[src/rtl/clkctl_pkg.sv]
package clkctl_pkg;
  localparam int MODE_W = 2;
  localparam int STAT_W = 2;

  localparam logic [MODE_W-1:0] MODE_DIS = MODE_W'(0);
  localparam logic [MODE_W-1:0] MODE_EN  = MODE_W'(2);

  localparam logic [STAT_W-1:0] STAT_FUNC  = STAT_W'(0);
  localparam logic [STAT_W-1:0] STAT_TRANS = STAT_W'(1);
  localparam logic [STAT_W-1:0] STAT_IFIDL = STAT_W'(2);
  localparam logic [STAT_W-1:0] STAT_FULL  = STAT_W'(3);

  typedef enum logic [2:0] {
    HS_FULL_IDLE = 3'd0,
    HS_IF_IDLE   = 3'd1,
    HS_ACTIVE    = 3'd2,
    HS_SLP_WAIT  = 3'd3,
    HS_WAKE_WAIT = 3'd4
  } hs_state_t;

  typedef struct packed {
    logic              req;
    logic              iclk;
    logic              fclk;
    logic [STAT_W-1:0] stat;
  } hs_out_t;
endpackage

[src/rtl/clkctl_mode_hold.sv]
module clkctl_mode_hold
  import clkctl_pkg::*;
(
  input  logic              clk,
  input  logic              rst_n,
  input  logic [MODE_W-1:0] mode_i,
  output logic              want_on_o
);
  logic hold_q;
  logic is_dis, is_en;

  assign is_dis = (mode_i == MODE_DIS);
  assign is_en  = (mode_i == MODE_EN);

  // reserved codes fall through to the last legal choice
  always_comb begin
    if (is_en)       want_on_o = 1'b1;
    else if (is_dis) want_on_o = 1'b0;
    else             want_on_o = hold_q;
  end

  always_ff @(posedge clk or negedge rst_n) begin
    if (!rst_n) hold_q <= 1'b0;
    else        hold_q <= want_on_o;
  end
endmodule

[src/rtl/clkctl_hs_fsm.sv]
module clkctl_hs_fsm
  import clkctl_pkg::*;
(
  input  logic      clk,
  input  logic      rst_n,
  input  logic      want_on_i,
  input  logic      ack_i,
  input  logic      sep_fclk_i,
  output hs_state_t state_o
);
  hs_state_t state_q, state_d;

  always_comb begin
    state_d = state_q;
    unique case (state_q)
      HS_ACTIVE:    if (!want_on_i) state_d = HS_SLP_WAIT;
      HS_SLP_WAIT: begin
        if (want_on_i)  state_d = HS_WAKE_WAIT;
        else if (ack_i) state_d = HS_IF_IDLE;
      end
      HS_IF_IDLE: begin
        if (want_on_i)        state_d = HS_WAKE_WAIT;
        else if (!sep_fclk_i) state_d = HS_FULL_IDLE;
      end
      HS_FULL_IDLE: if (want_on_i) state_d = HS_WAKE_WAIT;
      HS_WAKE_WAIT: begin
        if (!want_on_i) state_d = HS_SLP_WAIT;
        else if (!ack_i) state_d = HS_ACTIVE;
      end
      default: state_d = HS_FULL_IDLE;
    endcase
  end

  always_ff @(posedge clk or negedge rst_n) begin
    if (!rst_n) state_q <= HS_FULL_IDLE;
    else        state_q <= state_d;
  end

  assign state_o = state_q;


  wake_redisable_chk: assert property (@(posedge clk) disable iff (!rst_n)
    (state_q == HS_WAKE_WAIT && !want_on_i) |=> (state_q == HS_SLP_WAIT));


  no_gate_without_ack_chk: assert property (@(posedge clk) disable iff (!rst_n)
    (state_q == HS_SLP_WAIT && !ack_i && !want_on_i) |=> (state_q == HS_SLP_WAIT));
endmodule

[src/rtl/clkctl_out_dec.sv]
module clkctl_out_dec
  import clkctl_pkg::*;
(
  input  hs_state_t state_i,
  output hs_out_t   out_o
);
  always_comb begin
    out_o = '{req: 1'b1, iclk: 1'b0, fclk: 1'b0, stat: STAT_FULL};
    unique case (state_i)
      HS_ACTIVE:    out_o = '{req: 1'b0, iclk: 1'b1, fclk: 1'b1, stat: STAT_FUNC};
      HS_SLP_WAIT:  out_o = '{req: 1'b1, iclk: 1'b1, fclk: 1'b1, stat: STAT_TRANS};
      HS_WAKE_WAIT: out_o = '{req: 1'b0, iclk: 1'b1, fclk: 1'b1, stat: STAT_TRANS};
      HS_IF_IDLE:   out_o = '{req: 1'b1, iclk: 1'b0, fclk: 1'b1, stat: STAT_IFIDL};
      HS_FULL_IDLE: out_o = '{req: 1'b1, iclk: 1'b0, fclk: 1'b0, stat: STAT_FULL};
      default:      out_o = '{req: 1'b1, iclk: 1'b0, fclk: 1'b0, stat: STAT_FULL};
    endcase
  end
endmodule

[src/rtl/clkctl_handshake.sv]
module clkctl_handshake
  import clkctl_pkg::*;
(
  input  logic              clk,
  input  logic              rst_n,
  input  logic [MODE_W-1:0] mode_i,
  input  logic              idle_ack_i,
  input  logic              sep_fclk_i,
  output logic              idle_req_o,
  output logic              iclk_en_o,
  output logic              fclk_en_o,
  output logic [STAT_W-1:0] idle_stat_o
);
  logic      want_on;
  hs_state_t state;
  hs_out_t   outs;

  clkctl_mode_hold u_mode (
    .clk       (clk),
    .rst_n     (rst_n),
    .mode_i    (mode_i),
    .want_on_o (want_on)
  );

  clkctl_hs_fsm u_fsm (
    .clk        (clk),
    .rst_n      (rst_n),
    .want_on_i  (want_on),
    .ack_i      (idle_ack_i),
    .sep_fclk_i (sep_fclk_i),
    .state_o    (state)
  );

  clkctl_out_dec u_dec (
    .state_i (state),
    .out_o   (outs)
  );

  assign idle_req_o  = outs.req;
  assign iclk_en_o   = outs.iclk;
  assign fclk_en_o   = outs.fclk;
  assign idle_stat_o = outs.stat;


  disable_req_chk: assert property (@(posedge clk) disable iff (!rst_n)
    (mode_i == MODE_DIS) |=> idle_req_o);


  enable_wake_chk: assert property (@(posedge clk) disable iff (!rst_n)
    (mode_i == MODE_EN) |=> (!idle_req_o && iclk_en_o && fclk_en_o));


  iclk_gate_ack_chk: assert property (@(posedge clk) disable iff (!rst_n)
    $fell(iclk_en_o) |-> ($past(idle_ack_i) && $past(idle_req_o)));


  fclk_after_iclk_chk: assert property (@(posedge clk) disable iff (!rst_n)
    $fell(fclk_en_o) |-> ($past(!iclk_en_o) && $past(!sep_fclk_i)));


  sep_fclk_hold_chk: assert property (@(posedge clk) disable iff (!rst_n)
    (idle_stat_o == STAT_IFIDL && sep_fclk_i && mode_i != MODE_EN && !want_on)
      |=> fclk_en_o);
endmodule

[config.mk]
export PLATFORM = sky130hd
export DESIGN_NAME = clkctl_handshake
export DESIGN_NICKNAME = d
export VERILOG_FILES = /design/src/rtl/clkctl_pkg.sv /design/src/rtl/clkctl_mode_hold.sv /design/src/rtl/clkctl_hs_fsm.sv /design/src/rtl/clkctl_out_dec.sv /design/src/rtl/clkctl_handshake.sv
export SDC_FILE = /design/constraint.sdc
export NUM_CORES = 1
export LEC_CHECK = 0
export ABC_CLOCK_PERIOD_IN_PS = 1300
export CORE_AREA = 5 5 42 44
export DETAILED_ROUTE_END_ITERATION = 8
export DIE_AREA = 0 0 47 49
export GPL_TIMING_DRIVEN = 0
export MAX_ROUTING_LAYER = met4
export PLACE_DENSITY = 0.41
export SKIP_CTS_REPAIR_TIMING = 1
export SLEW_MARGIN = 20
export SYNTH_ARGS = -nofsm -noshare
export SYNTH_HDL_FRONTEND = slang
export SYNTH_HIERARCHICAL = 1
export SYNTH_SLANG_ARGS = --single-unit
[constraint.sdc]
create_clock -name clk -period 1.3 [get_ports clk]
set_input_delay 0.325 -clock clk [delete_from_list [all_inputs] [get_ports clk]]
set_output_delay 0.325 -clock clk [all_outputs]
set_load 0.05 [all_outputs]
==> summary.md <==
| Metric | Value |
|---|---|
| Result of the run | finished, violations left |
| Failing checks | setup timing |
| Pins over their slew limit | 0 |
| CP required | 980 ps |
| Clock sink total | 4 |
| Hold Violations, Final | 0 |
| GR Util All Layers | 0.0732 |
| DP Worst Slack | -765 ps |
| H-tree levels | 1 |
| CP endpoint | fclk_en_o |
| Routed Antenna Nets | 0 |
| Count of standard-cell rows | 14 |
| Number of synthesized flops with an enable pin | 0 |
| Most common cell in the netlist | dfrtp_1 |
| Die area | 2300 µm² |
| Largest family of logic cells by synthesized area | compound AO/OA/AOI/OAI gates |
| Routed len/inst | about 11 µm |
| Die Height | a little under 50 µm |
| Minimum clock period | about 1500 ps |
| Vias | roughly 280 |
| Hold Crit Class | in -> async |
| XOR/XNOR Fraction of Synth Area | 0.0680 |
| Sequential area share after synthesis | 0.388 |
| Detailed placer's ending HPWL | ~500 µm |
| Cell Chain, Critical Path | nor2_4 > xnor2_4 > buf_6 |
| CP Capture Type | output port |
| Met1 GRT Util | 0.0667 |
| Root Driver | clkbuf_4 |
| Area share of fa/ha/maj cells after synthesis | 0 |
| Multiplexer share of the synthesized area | 0.0583 |
| Final Skew | 5.33 ps |
| Worst EP arrival | roughly 1200 ps |
| Busiest grt layer | met2 |
| Synthesis Warnings | 6 |
| Final Wtd Congestion | 0.670 |
| Max cap viols | 0 |
| GRT overflow | 0 |
| WP buf/inv | 1 |
| Register-to-Register Path Depth | 3 |
| Mapped Area | between 200 and 300 µm² |
| Layout cells sized above 1 | 0.592 |
| Number of library cell types mapped by synthesis | 20 |
| Critical R2R Capture | u_fsm/state_o[0] |
| Routed Wire Length | between 700 and 800 µm |
| Critical R2R Launch | u_fsm/state_o[2] |
| Net Count, Synth | 33 |
| CP Depth | 3 |
| Async SR Flop Fraction | 1.00 |
| IO buf count | 10 |
| Number of synthesized register bits | 4 |
| Multi-input gate area | between 200 and 250 µm² |
| PnR worst setup slack | -241 ps |
| Final setup fails | 5 |
| Dominant delay contributor by cell family on the critical path | flip-flops |
| Fmax | around 650 MHz |
| Synth area leader | dfrtp_1 |
| Drt pass-1 iters | 1 |
| Top-area cell type share of the netlist area | 0.388 |
| # IOs | 11 |
| Synth Area per Inst | 9.55 µm² |
| Reg-to-reg slack, setup | around 190 ps |
| Post-synthesis cell count | 27 |
| Fin crit share | 1.19 |
| Synth Area in Simple Gates | 0.223 |
| Residual DRC | 0 |
| Antenna cells | 0 |
| 1st-iter DRT viols | 0 |
| Global-route met2 utilization | 0.120 |
| Clock slew at reported path FFs | 40 ps |
| TritonCTS clock tree | done |
| Top_reg_cell synth | dfrtp_1 |
| RSZ-0062 raised after global routing | yes |
| Post-synthesis compound-gate area fraction | 0.233 |
| Worst setup SP type | flip-flop |
| Fillcell total | approximately 160 |
| Max clock buf depth | 2 |
| Worst rel slew slack | 0.855 |
| Die X | approximately 47 µm |
| Skew-Pair Late Insertion Delay | roughly 230 ps |
| Sequential cell area | around 110 µm² |
| Via density | around 4.3 |
| Critical path class | reg -> out |
| Area Overhead vs Synth | 113% |
| Slew @ Worst Pin | about 220 ps |
| Number of global-route vias before repair | slightly below 300 |
| First-pass GRT wire length | approximately 1200 µm |
| Num CTS Buffers | 3 |
| Largest net degree at the start of global routing | 12 |
| Final net count | 56 |
| CP Max Fanout | 7 |
| Initial Util | 0.184 |
| Largest stage delay on the critical path | 460 ps |
| Post-synth top cells | dfrtp_1 (4), inv_1 (2), nand2_1 (2), nor2b_1 (2), o21ai_0 (2) |
| Core Footprint | 1400 µm² |
| Crit path from | u_fsm/state_o[1] |
| Initial antenna violation count | 0 |
| Global routing usage on met3 | 0.0221 |
| Dominant cells by area after synthesis | dfrtp_1 (39%), a221oi_2 (5.8%), mux2_4 (5.8%) |
| Max stage delay cell, worst path | dfrtp_2 |
[worst min path at each step]
stage / endpoint / slack (ps) / depth (start not counted)
after CTS: u_fsm/state_o[1] / 280 / 1
after global placement: u_mode/hold_q / 510 / 1
final: u_fsm/state_o[2] / 290 / 1
after floorplan: u_fsm/state_o[0] / 30 / 0
after detailed placement: u_fsm/state_o[0] / 530 / 1
after global routing: u_fsm/state_o[2] / 300 / 1
[cell families (layout without fill, tap and decap cells)]
family          after synthesis  in the layout
xor+xnor                      2              2
mux                           1              1
buf+inv                       2             24
compound gates                8              8
flops                         4              4
simple gates                 10             10
[routing by layer]
metal  share of wire  wire length [µm]
met1            0.41               300
met2            0.53               392
met3           0.057                42
met4               0                 0
met5               0                 0
[flip-flops by register name (all words and copies together), names as in the netlist]
register	cells
u_fsm/state_o	3
u_mode/hold_q	1
[per-stage QoR]
step / TNS, ps / instance area [µm²] / hold slack (ps) / util / instances
after global routing: -1430 / 548 / 295 / 0.391 / 65
after floorplan: -24.1 / 320 / 29.4 / - / 27
after detailed placement: -3970 / 440 / 526 / 0.314 / 53
after CTS: -4730 / 467 / 284 / 0.333 / 57
final: -1110 / 548 / 293 / 0.391 / 65
after global placement: -3830 / 440 / 515 / 0.314 / 53
[cell usage in the layout, fill, tap and decap left out, drive strengths merged, types with 2 or more instances in the layout]
cell type      Yosys  routed
clkbuf             0       6
dfrtp              4       4
inv                2       2
nor2b              3       3
o21ai              2       2
nor2               2       2
nand2              2       2
buf                0      11
clkdlybuf4s50      0       4
[layout make-up]
| class | instances | area share |
|---|---|---|
| clock buffer | 4 | 0.0479 |
| tap | 16 | 0.0365 |
| timing repair buffer | 18 | 0.317 |
| inverter | 2 | 0.0137 |
| sequential | 4 | 0.194 |
| multi-input combinational | 21 | 0.390 |
Power is left out: the tool's default activity adds up to more than one toggle a clock period on the data nets, which glitch-free logic cannot reach.
